## src/rtl/tmr_pkg.sv

```systemverilog
package tmr_pkg;
  localparam int CNT_W  = 16;
  localparam int PRE_W  = 4;
  localparam int ADDR_W = 2;
  localparam int SEL_W  = 3;
  localparam int MIN_W  = 9;
  localparam int CTRL_W = 7;
  localparam int PWM_W  = CNT_W / 2;

  localparam logic [ADDR_W-1:0] ADDR_COUNT  = 2'd0;
  localparam logic [ADDR_W-1:0] ADDR_RELOAD = 2'd1;
  localparam logic [ADDR_W-1:0] ADDR_CTRL   = 2'd2;
  localparam logic [ADDR_W-1:0] ADDR_FLAG   = 2'd3;

  typedef enum logic [1:0] {
    MODE_VARW   = 2'd0,
    MODE_RELOAD = 2'd1,
    MODE_PWM    = 2'd2,
    MODE_HALT   = 2'd3
  } tmrMode_e;

  typedef struct packed {
    logic incr;
    logic wrCount;
    logic wrReload;
    logic clrFlag;
  } tmrStrobe_t;

  typedef struct packed {
    tmrMode_e         mode;
    logic [SEL_W-1:0] widthSel;
  } tmrCfg_t;
endpackage

```

## src/rtl/tmr_ctrl.sv

```systemverilog
module tmr_ctrl
  import tmr_pkg::*;
(
  input  logic              clk,
  input  logic              rstN,
  input  logic [PRE_W-1:0]  prescaleSel,
  input  logic              wrEn,
  input  logic [ADDR_W-1:0] wrAddr,
  input  logic [CNT_W-1:0]  wrData,
  input  logic              extPin,
  input  logic              intAck,
  output tmrStrobe_t        strobe,
  output tmrCfg_t           cfg,
  output logic [CTRL_W-1:0] ctrlReg
);
  logic [PRE_W-1:0] preCnt;
  logic             preTick;
  logic             extS1, extS2;
  logic             extFall;
  logic             runBit, extSel;

  assign preTick = (preCnt >= prescaleSel);
  assign extFall = extS2 & ~extS1;
  assign runBit  = ctrlReg[2];
  assign extSel  = ctrlReg[3];

  always_ff @(posedge clk or negedge rstN) begin
    if (!rstN) begin
      preCnt  <= '0;
      extS1   <= 1'b0;
      extS2   <= 1'b0;
      ctrlReg <= '0;
    end else begin
      preCnt <= preTick ? '0 : preCnt + 1'b1;
      extS1  <= extPin;
      extS2  <= extS1;
      if (wrEn && wrAddr == ADDR_CTRL) ctrlReg <= wrData[CTRL_W-1:0];
    end
  end

  assign cfg.mode     = tmrMode_e'(ctrlReg[1:0]);
  assign cfg.widthSel = ctrlReg[6:4];

  always_comb begin
    strobe          = '0;
    strobe.incr     = runBit && (cfg.mode != MODE_HALT) && (extSel ? extFall : preTick);
    strobe.wrCount  = wrEn && (wrAddr == ADDR_COUNT);
    strobe.wrReload = wrEn && (wrAddr == ADDR_RELOAD);
    strobe.clrFlag  = (wrEn && (wrAddr == ADDR_FLAG)) || intAck;
  end

  AST_RUN_CLEARED_NO_INCR: assert property (@(posedge clk) disable iff (!rstN)
    (wrEn && wrAddr == ADDR_CTRL && !wrData[2]) |=> !strobe.incr) else $error("run gate");
endmodule

```

## src/rtl/tmr_datapath.sv

```systemverilog
module tmr_datapath
  import tmr_pkg::*;
(
  input  logic             clk,
  input  logic             rstN,
  input  tmrStrobe_t       strobe,
  input  tmrCfg_t          cfg,
  input  logic [CNT_W-1:0] wrData,
  output logic [CNT_W-1:0] count,
  output logic [CNT_W-1:0] reload,
  output logic             flag,
  output logic             pwmOut
);
  localparam logic [CNT_W:0] ONE_WIDE = {{CNT_W{1'b0}}, 1'b1};

  logic [4:0]       widthVal;
  logic [CNT_W:0]   maskWide;
  logic [CNT_W-1:0] mask;
  logic [CNT_W-1:0] nextCount;
  logic             wrapHit;
  logic             ovfEvt;
  logic [PWM_W-1:0] lowByte, highByte;

  assign widthVal = 5'(MIN_W) + {2'b00, cfg.widthSel};
  assign maskWide = (ONE_WIDE << widthVal) - ONE_WIDE;
  assign mask     = maskWide[CNT_W-1:0];
  assign lowByte  = count[PWM_W-1:0];
  assign highByte = count[CNT_W-1:PWM_W];

  always_comb begin
    nextCount = count;
    wrapHit   = 1'b0;
    case (cfg.mode)
      MODE_VARW: begin
        if ((count & mask) == mask) begin
          nextCount = '0;
          wrapHit   = 1'b1;
        end else begin
          nextCount = (count + 1'b1) & mask;
        end
      end
      MODE_RELOAD: begin
        if (count == '1) begin
          nextCount = reload;
          wrapHit   = 1'b1;
        end else begin
          nextCount = count + 1'b1;
        end
      end
      MODE_PWM: begin
        if (lowByte == '1) begin
          nextCount = {reload[PWM_W-1:0], {PWM_W{1'b0}}};
          wrapHit   = 1'b1;
        end else begin
          nextCount = {highByte, lowByte + 1'b1};
        end
      end
      default: nextCount = count;
    endcase
  end

  assign ovfEvt = strobe.incr && !strobe.wrCount && wrapHit;

  always_ff @(posedge clk or negedge rstN) begin
    if (!rstN) begin
      count  <= '0;
      reload <= '0;
      flag   <= 1'b0;
    end else begin
      if (strobe.wrCount)   count <= wrData;
      else if (strobe.incr) count <= nextCount;
      if (strobe.wrReload)  reload <= wrData;
      if (ovfEvt)               flag <= 1'b1;
      else if (strobe.clrFlag)  flag <= 1'b0;
    end
  end

  assign pwmOut = (cfg.mode == MODE_PWM) && (lowByte < highByte);

  AST_HOLD_STOPPED: assert property (@(posedge clk) disable iff (!rstN)
    (!strobe.incr && !strobe.wrCount) |=> $stable(count)) else $error("hold");
  AST_VARW_UPPER_CLEAR: assert property (@(posedge clk) disable iff (!rstN)
    (strobe.incr && !strobe.wrCount && cfg.mode == MODE_VARW) |=> ((count & ~$past(mask)) == '0)) else $error("varw");
  AST_RELOAD_ON_WRAP: assert property (@(posedge clk) disable iff (!rstN)
    (strobe.incr && !strobe.wrCount && cfg.mode == MODE_RELOAD && count == '1) |=> (count == $past(reload) && flag)) else $error("reload");
  AST_PWM_COMPARE_LOAD: assert property (@(posedge clk) disable iff (!rstN)
    (strobe.incr && !strobe.wrCount && cfg.mode == MODE_PWM && lowByte == '1) |=> (highByte == $past(reload[PWM_W-1:0]) && lowByte == '0)) else $error("pwm");
  AST_FLAG_CLEAR: assert property (@(posedge clk) disable iff (!rstN)
    (strobe.clrFlag && !(strobe.incr && !strobe.wrCount)) |=> !flag) else $error("clear");
  AST_WRITE_WINS: assert property (@(posedge clk) disable iff (!rstN)
    strobe.wrCount |=> (count == $past(wrData))) else $error("write");
endmodule

```

## src/rtl/pwm_timer.sv

```systemverilog
module pwm_timer
  import tmr_pkg::*;
(
  input  logic              clk,
  input  logic              rstN,
  input  logic [PRE_W-1:0]  prescaleSel,
  input  logic              wrEn,
  input  logic [ADDR_W-1:0] wrAddr,
  input  logic [CNT_W-1:0]  wrData,
  input  logic [ADDR_W-1:0] rdAddr,
  output logic [CNT_W-1:0]  rdData,
  input  logic              extPin,
  input  logic              intAck,
  output logic              ovfFlag,
  output logic              pwmOut
);
  tmrStrobe_t        strobe;
  tmrCfg_t           cfg;
  logic [CTRL_W-1:0] ctrlReg;
  logic [CNT_W-1:0]  count, reload;

  tmr_ctrl u_ctrl (
    .clk(clk), .rstN(rstN), .prescaleSel(prescaleSel), .wrEn(wrEn),
    .wrAddr(wrAddr), .wrData(wrData), .extPin(extPin), .intAck(intAck),
    .strobe(strobe), .cfg(cfg), .ctrlReg(ctrlReg)
  );

  tmr_datapath u_dp (
    .clk(clk), .rstN(rstN), .strobe(strobe), .cfg(cfg), .wrData(wrData),
    .count(count), .reload(reload), .flag(ovfFlag), .pwmOut(pwmOut)
  );

  always_comb begin
    case (rdAddr)
      ADDR_COUNT:  rdData = count;
      ADDR_RELOAD: rdData = reload;
      ADDR_CTRL:   rdData = {{(CNT_W-CTRL_W){1'b0}}, ctrlReg};
      default:     rdData = {{(CNT_W-1){1'b0}}, ovfFlag};
    endcase
  end
endmodule

```

## config.mk

```make
export PLATFORM = sky130hd
export DESIGN_NAME = pwm_timer
export DESIGN_NICKNAME = d
export VERILOG_FILES = /design/src/rtl/tmr_pkg.sv /design/src/rtl/tmr_ctrl.sv /design/src/rtl/tmr_datapath.sv /design/src/rtl/pwm_timer.sv
export SDC_FILE = /design/constraint.sdc
export NUM_CORES = 1
export LEC_CHECK = 0
export BUFFER_PORTS_ARGS = -buffer_cell sky130_fd_sc_hd__buf_2
export CAP_MARGIN = 20
export CORE_MARGIN = 10
export CORE_UTILIZATION = 41
export DETAILED_ROUTE_END_ITERATION = 7
export GPL_TIMING_DRIVEN = 0
export PLACE_DENSITY = 0.59
export SLEW_MARGIN = 5
export SYNTH_ARGS = -nofsm -noshare
export SYNTH_HDL_FRONTEND = slang
export SYNTH_SLANG_ARGS = --single-unit
```

## constraint.sdc

```tcl
create_clock -name clk -period 2.7 [get_ports clk]
set_clock_uncertainty 0.2 [all_clocks]
set_input_delay 0.405 -clock clk [delete_from_list [all_inputs] [get_ports clk]]
set_output_delay 0.405 -clock clk [all_outputs]
set_load 0.01 [all_outputs]
```

======== Word-level counts from Yosys, hierarchy flattened ========
Cells that the tools add are included.
cells by class
  add/subtract/negate cells ............... 5
  magnitude comparators ................... 2
  equal/unequal tests ..................... 12
  shift operators ......................... 1
  multiplexer cells ....................... 15
  bitwise logic cells ..................... 4
  reduce and logical (&&, ||, !) cells .... 19
operators with widths
  kind                                                 count
  one-hot mux 16 bit (3 select lines)                  2
  2-to-1 mux 16 bit                                    5
  AND 16 bit                                           2
  adder 16 x 1 -> 16 bit, second input constant        1
  equality test 16 bit                                 1
  equality test 16 bit, second input constant          1
  left shift 1 x 5 -> 16 bit, first input constant     1
  subtractor 16 x 1 -> 16 bit, second input constant   1
  logical AND 1 bit                                    9
  adder 8 x 1 -> 8 bit, second input constant          1
  equality test 2 bit, second input constant           4
  equality test 8 bit, second input constant           1
  less-than comparator 8 bit                           1
  equality test 2 x 1 -> 1 bit, second input constant  3
  logical NOT 2 bit                                    3
  2-to-1 mux 1 bit                                     6
  adder 4 x 3 -> 5 bit, first input constant           1
  adder 4 x 1 -> 4 bit, second input constant          1
  >= comparator 4 bit                                  1
  2-to-1 mux 4 bit                                     1
  nonzero test 2 bit                                   2
  nonzero test 4 bit                                   1
  != test 3 x 1 -> 1 bit, second input constant        1
  one-hot mux 1 bit (3 select lines)                   1
  7 further kinds                                      7
storage, ports and cells
  flip-flop bits (word level) ............. 46
  bits of input ports ..................... 29
  output and inout bits ................... 18
  logic and storage cells ................. 66

======== Longest topological paths before layout ========
  depth after elaboration ................. 9
  mapped depth ............................ 13

======== By module ========
From an unflattened synthesis, not the netlist that was laid out.
unflattened totals
  cell total of the unflattened synthesis .. 417
  area total of the unflattened synthesis .. 3722.3 µm²
by module, submodules not included
  module        instances  cells each  area an instance (µm²)  seq. area each (µm²)
  tmr_datapath  1          327         2756.4                  825.8
  tmr_ctrl      1          54          664.4                   325.3
  pwm_timer     1          36          301.5                   0.0

======== Worst setup path before layout ========
Ideal clock, no wire load.
  path type ............................... register -> register
  start point ............................. register u_ctrl.ctrlReg[4]
  end point ............................... register u_dp.count[14]
  library setup time ...................... 143 ps
  arrival time ............................ 2677 ps
  data required time ...................... 2357 ps
  setup slack ............................. -320 ps
  cell stages (with the launch flop) ...... 14
  period minus slack after synthesis ...... 3020 ps
  cells stage by stage .................... dfrtp_1 buf_2 nand2_1 inv_1 ha_1 buf_2 nand3_1 a211o_1 a221o_1 o41ai_2 buf_4 a211oi_1 a2111oi_1 a311oi_1
between the ends
  cells in the longest elaborated chain, start to end .. 9
  elaborated cells between the ends (all ways) .. 10
ends and longest elaborated chain
  element                                RTL line            source
  from (decl)                            tmr_ctrl.sv:14      output logic [CTRL_W-1:0] ctrlReg
  from (signal assigned)                 tmr_ctrl.sv:37      if (wrEn && wrAddr == ADDR_CTRL) ctrlReg <= wrData[CTRL_W-1:0];
  adder 4 x 3 -> 5 bit *                 tmr_datapath.sv:24  assign widthVal = 5'(MIN_W) + {2'b00, cfg.widthSel};
  left shift 1 x 5 -> 16 bit *           tmr_datapath.sv:25  assign maskWide = (ONE_WIDE << widthVal) - ONE_WIDE;
  subtractor 16 x 1 -> 16 bit *          tmr_datapath.sv:25
  AND 16 bit                             tmr_datapath.sv:35  if ((count & mask) == mask) begin
  equality test 16 bit                   tmr_datapath.sv:35
  2-to-1 mux 16 bit *                    tmr_datapath.sv:35
  one-hot mux 16 bit (3 select lines) *  tmr_datapath.sv:33  case (cfg.mode)
  2-to-1 mux 16 bit *                    tmr_datapath.sv:71  else if (strobe.incr) count <= nextCount;
  2-to-1 mux 16 bit *                    tmr_datapath.sv:70  if (strobe.wrCount) count <= wrData;
  to (signal assigned)                   tmr_datapath.sv:70
  to (signal assigned)                   tmr_datapath.sv:71
  to (decl)                              tmr_datapath.sv:9   output logic [CNT_W-1:0] count,
Mark *: on every way between the ends. The rest lies on a longest branch, timed or not. The select of a mux whose other input is x is not followed.
A chain may end at the register's enable or synchronous reset.

======== Worst setup path in the final report ========
  start point ............................. register u_ctrl.ctrlReg[5]
  end point ............................... register u_dp.count[15]
Same word-level chain as after synthesis.

==> impl_metrics.json <==
{
  "setup_viol": 18,
  "hpwl_microns": 8650,
  "pwr-share-seq_pct": 29.8,
  "cp_data_required_time_ps": 2650,
  "dr_total_vias": 3555,
  "fin_nets": 535,
  "start_util_pct": 42.6,
  "outcome": "finished, violations left",
  "ys_seq_elements": 46,
  "drv_slew": 0,
  "cap_violations": 0,
  "placementRows": 33,
  "yosysWarnings": 0,
  "antenna_found_initial": 0,
  "port_buffers": 44,
  "gp_congestion": 0.944,
  "die_y_microns": 113,
  "leakage_uw": 0.00195,
  "p_sw_uw": 1840,
  "clk_pin_slew_ps": 90,
  "postRouteAntennaNets": 0,
  "reg2reg_to": "u_dp.count[15]",
  "yosysUniqueCellTypes": 59,
  "synth_flop_cell": "dfrtp_1",
  "place_area_sq_um": 3950,
  "ys_async_sr_fraction_pct": 100,
  "start_kind": "flop",
  "p_int_uw": 2220,
  "tns_ps": -4850,
  "r2r_cells": 14,
  "power_uw": 4060,
  "synth-edff-count": 0,
  "crit_slowest_cell": "dfrtp_1",
  "grt_pass1_vias": 3567,
  "synthesis.area_sq_um": 3530,
  "ys_top_cells_by_area": "dfrtp_1, mux2_2, ha_1",
  "viasPerCell": 6.02,
  "path_delay_family": "compound AO/OA/AOI/OAI gates",
  "grt_pass1_wl_microns": 19300,
  "core_sq_um": 8300,
  "synth_seq_area_share_pct": 32.6,
  "cts_root_buf": "clkbuf_8",
  "cp_max_fo": 10,
  "die_area_sq_um": 12700,
  "clkPwrFrac_pct": 10.6,
  "worstPathArrival_ps": 3030,
  "drtPass1Iterations": 5,
  "cp_num_buf_inv": 5,
  "grt_remaining_overflow": 0,
  "switching_share_pct": 45.4,
  "cts_tree": "built",
  "crit_path_start": "u_ctrl.ctrlReg[5]",
  "post-route-drc-count": 0,
  "critical_path_class": "flop to flop",
  "cp_common_cell": "buf_6",
  "syn_area_per_cell_sq_um": 8.81,
  "worst_slew_pin_slew_ps": 859,
  "insertion_delay_ps": 310,
  "instances_no_fill": 591,
  "yosysTopAreaCell": "dfrtp_1",
  "fmax_mhz": 325,
  "wl_microns": 12200,
  "drive_gt1_share_pct": 31.7,
  "slew_headroom_pct": 42.5,
  "synth_fp_nets": 450,
  "cts_max_level": 2,
  "clk_path_buf_depth": 2,
  "placed_cells": 550,
  "crit_cells": 14,
  "powerDensity_nw_per_um2": 897,
  "die-width_microns": 113,
  "grt_setup_unrepaired": "true",
  "finalHoldViolCount": 0,
  "boundaryPins": 47,
  "slowest_delay_ps": 390,
  "violations": "setup timing",
  "hp-class": "input pin to flop",
  "comb_power_share_pct": 59.6,
  "reg2reg_slack_ps": -380,
  "fin_area_sq_um": 4530,
  "postSynthCellCount": 401,
  "grt_start_max_net_pins": 47,
  "critical_path.cell_chain": "buf_6 > nand2_4 > inv_4 > ha_4 > buf_6 > nor4_4 > o21ai_2 > a221o_1 > o41ai_4 > buf_6 > buf_4 > nor3_2 > a2111oi_2 > a311oi_1",
  "r2r_start": "u_ctrl.ctrlReg[5]",
  "syn_to_final_growth_pct": 28.1,
  "setup_ws_ps": -379,
  "fillers": 780,
  "diodes": 0,
  "cts_made_buffers": 5,
  "peakVddDrop_uv": 337,
  "dp_slack_ps": -680,
  "cts_sinks": 46,
  "drt_iter0_markers": 325,
  "routedWlPerCell_microns": 20.6,
  "fin_crit_sh_pct": 114,
  "cp-end-kind": "flop",
  "period_minus_slack_ps": 3080,
  "critical_path.endpoint": "u_dp.count[15]",
  "synth_top_area_share_pct": 32.6,
  "grt_use_total_pct": 18.4
}
## kinds of logic (layout without fill, tap and decap cells)
kind of cell    Yosys count  in the layout  synth area share [%]
compound gates          101            101                  19.9
xor+xnor                 15             15                  3.72
fa+ha+maj                20             20                  7.08
buf+inv                  42            127                  5.03
flops                    46             46                  32.6
mux                      39             39                  12.2
simple gates            138            138                  19.5
## registers in the layout, summed over array words and instances, names as in the netlist
signal          cells
u_ctrl.extS1        1
u_dp.count         16
u_dp.reload        16
u_ctrl.extS2        1
u_dp.flag           1
u_ctrl.preCnt       4
u_ctrl.ctrlReg      7
## worst min-delay path by stage
stage                     cells past startpoint           endpoint         start
after floorplan                               0  u_ctrl.ctrlReg[0]          rstN
after global placement                        0       u_ctrl.extS2  u_ctrl.extS1
after detailed placement                      0       u_ctrl.extS2  u_ctrl.extS1
after CTS                                     2    u_dp.reload[15]    wrData[15]
after global routing                          2    u_dp.reload[15]    wrData[15]
final                                         2     u_dp.reload[7]     wrData[7]
## power groups by stage
stage | Clock [uW] | Sequential, uW | Combinational [uW]
after global routing | 461 | 1240 | 2640
after CTS | 434 | 1200 | 2170
final | 431 | 1210 | 2420
after floorplan | 0 | 1100 | 1390
after detailed placement | 0 | 1210 | 1830
after global placement | 0 | 1210 | 1800
## metal layers
| metal | vias to the layer above | GRT usage, % | share of wire, % |
|---|---|---|---|
| li1 | 1658 | - | - |
| met1 | 1714 | 23.6 | 44 |
| met2 | 156 | 29.8 | 46 |
| met3 | 27 | 3.86 | 7.2 |
| met4 | 0 | 6.68 | 2.7 |
| met5 | - | 0 | 0 |
## cell type report
type	instances	area (sq um)	area share, %
Timing Repair Buffer	79	519	11.5
Sequential cell	46	1150	25.5
Inverter	19	73.8	1.63
Clock inverter	1	7.51	0.166
Tap cell	105	131	2.90
Clock buffer	6	72.6	1.60
Buffer	22	128	2.82
Multi-Input combinational cell	313	2440	53.9
## cell usage after synthesis (6+ instances only)
library cell / instances
o22ai_1: 6
or3_1: 6
nor2b_1: 6
a21oi_1: 23
mux2_2: 23
ha_1: 20
clkbuf_1: 13
a211oi_1: 10
inv_1: 19
o21ai_0: 17
xnor2_1: 13
nand4_1: 8
buf_2: 7
nand3_1: 15
mux2i_1: 15
nand2_1: 27
nor2_1: 39
dfrtp_1: 46
nand2b_1: 8
nor3_1: 8
## metrics by stage
| step | hold slack, ps | utilization, % |
|---|---|---|
| CTS | 144 | 52.3 |
| floorplan | -90.6 | - |
| detailed placement | 158 | 47.6 |
| global placement | 154 | 47.6 |
| finish | 140 | 54.5 |
| global route | 142 | 54.5 |
## what timing repair did
item                                    CTS  global route
endpoints found under the setup margin   18            18
cloned                                    1             0
buffers inserted                         21            12
hold endpoints to repair                  1            21
resized for setup                        32            18
pin swaps                                24            10
hold buffers                              1             1
## cell usage in the layout (no fill, tap or decap), types with 5 or more instances in the layout
| cell | Yosys | final |
|---|---|---|
| buf_2 | 7 | 47 |
| dfrtp_1 | 46 | 44 |
| nor2_1 | 39 | 36 |
| buf_4 | 1 | 27 |
| nand2_1 | 27 | 26 |
| mux2_2 | 23 | 23 |
| a21oi_1 | 23 | 21 |
| o21ai_0 | 17 | 17 |
| ha_1 | 20 | 17 |
| inv_1 | 19 | 16 |
| mux2i_1 | 15 | 15 |
| clkbuf_1 | 13 | 14 |
| nand3_1 | 15 | 14 |
| xnor2_1 | 13 | 13 |
| buf_6 | 1 | 9 |
| nand4_1 | 8 | 8 |
| nand2b_1 | 8 | 7 |
| nor3_1 | 8 | 7 |
| a211oi_1 | 10 | 6 |
| or3_1 | 6 | 6 |
| nor2b_1 | 6 | 5 |
| a21o_1 | 5 | 5 |
| o22ai_1 | 6 | 5 |
| clkbuf_8 | 0 | 5 |
No activity file was read; power rests on OpenSTA's default activity.
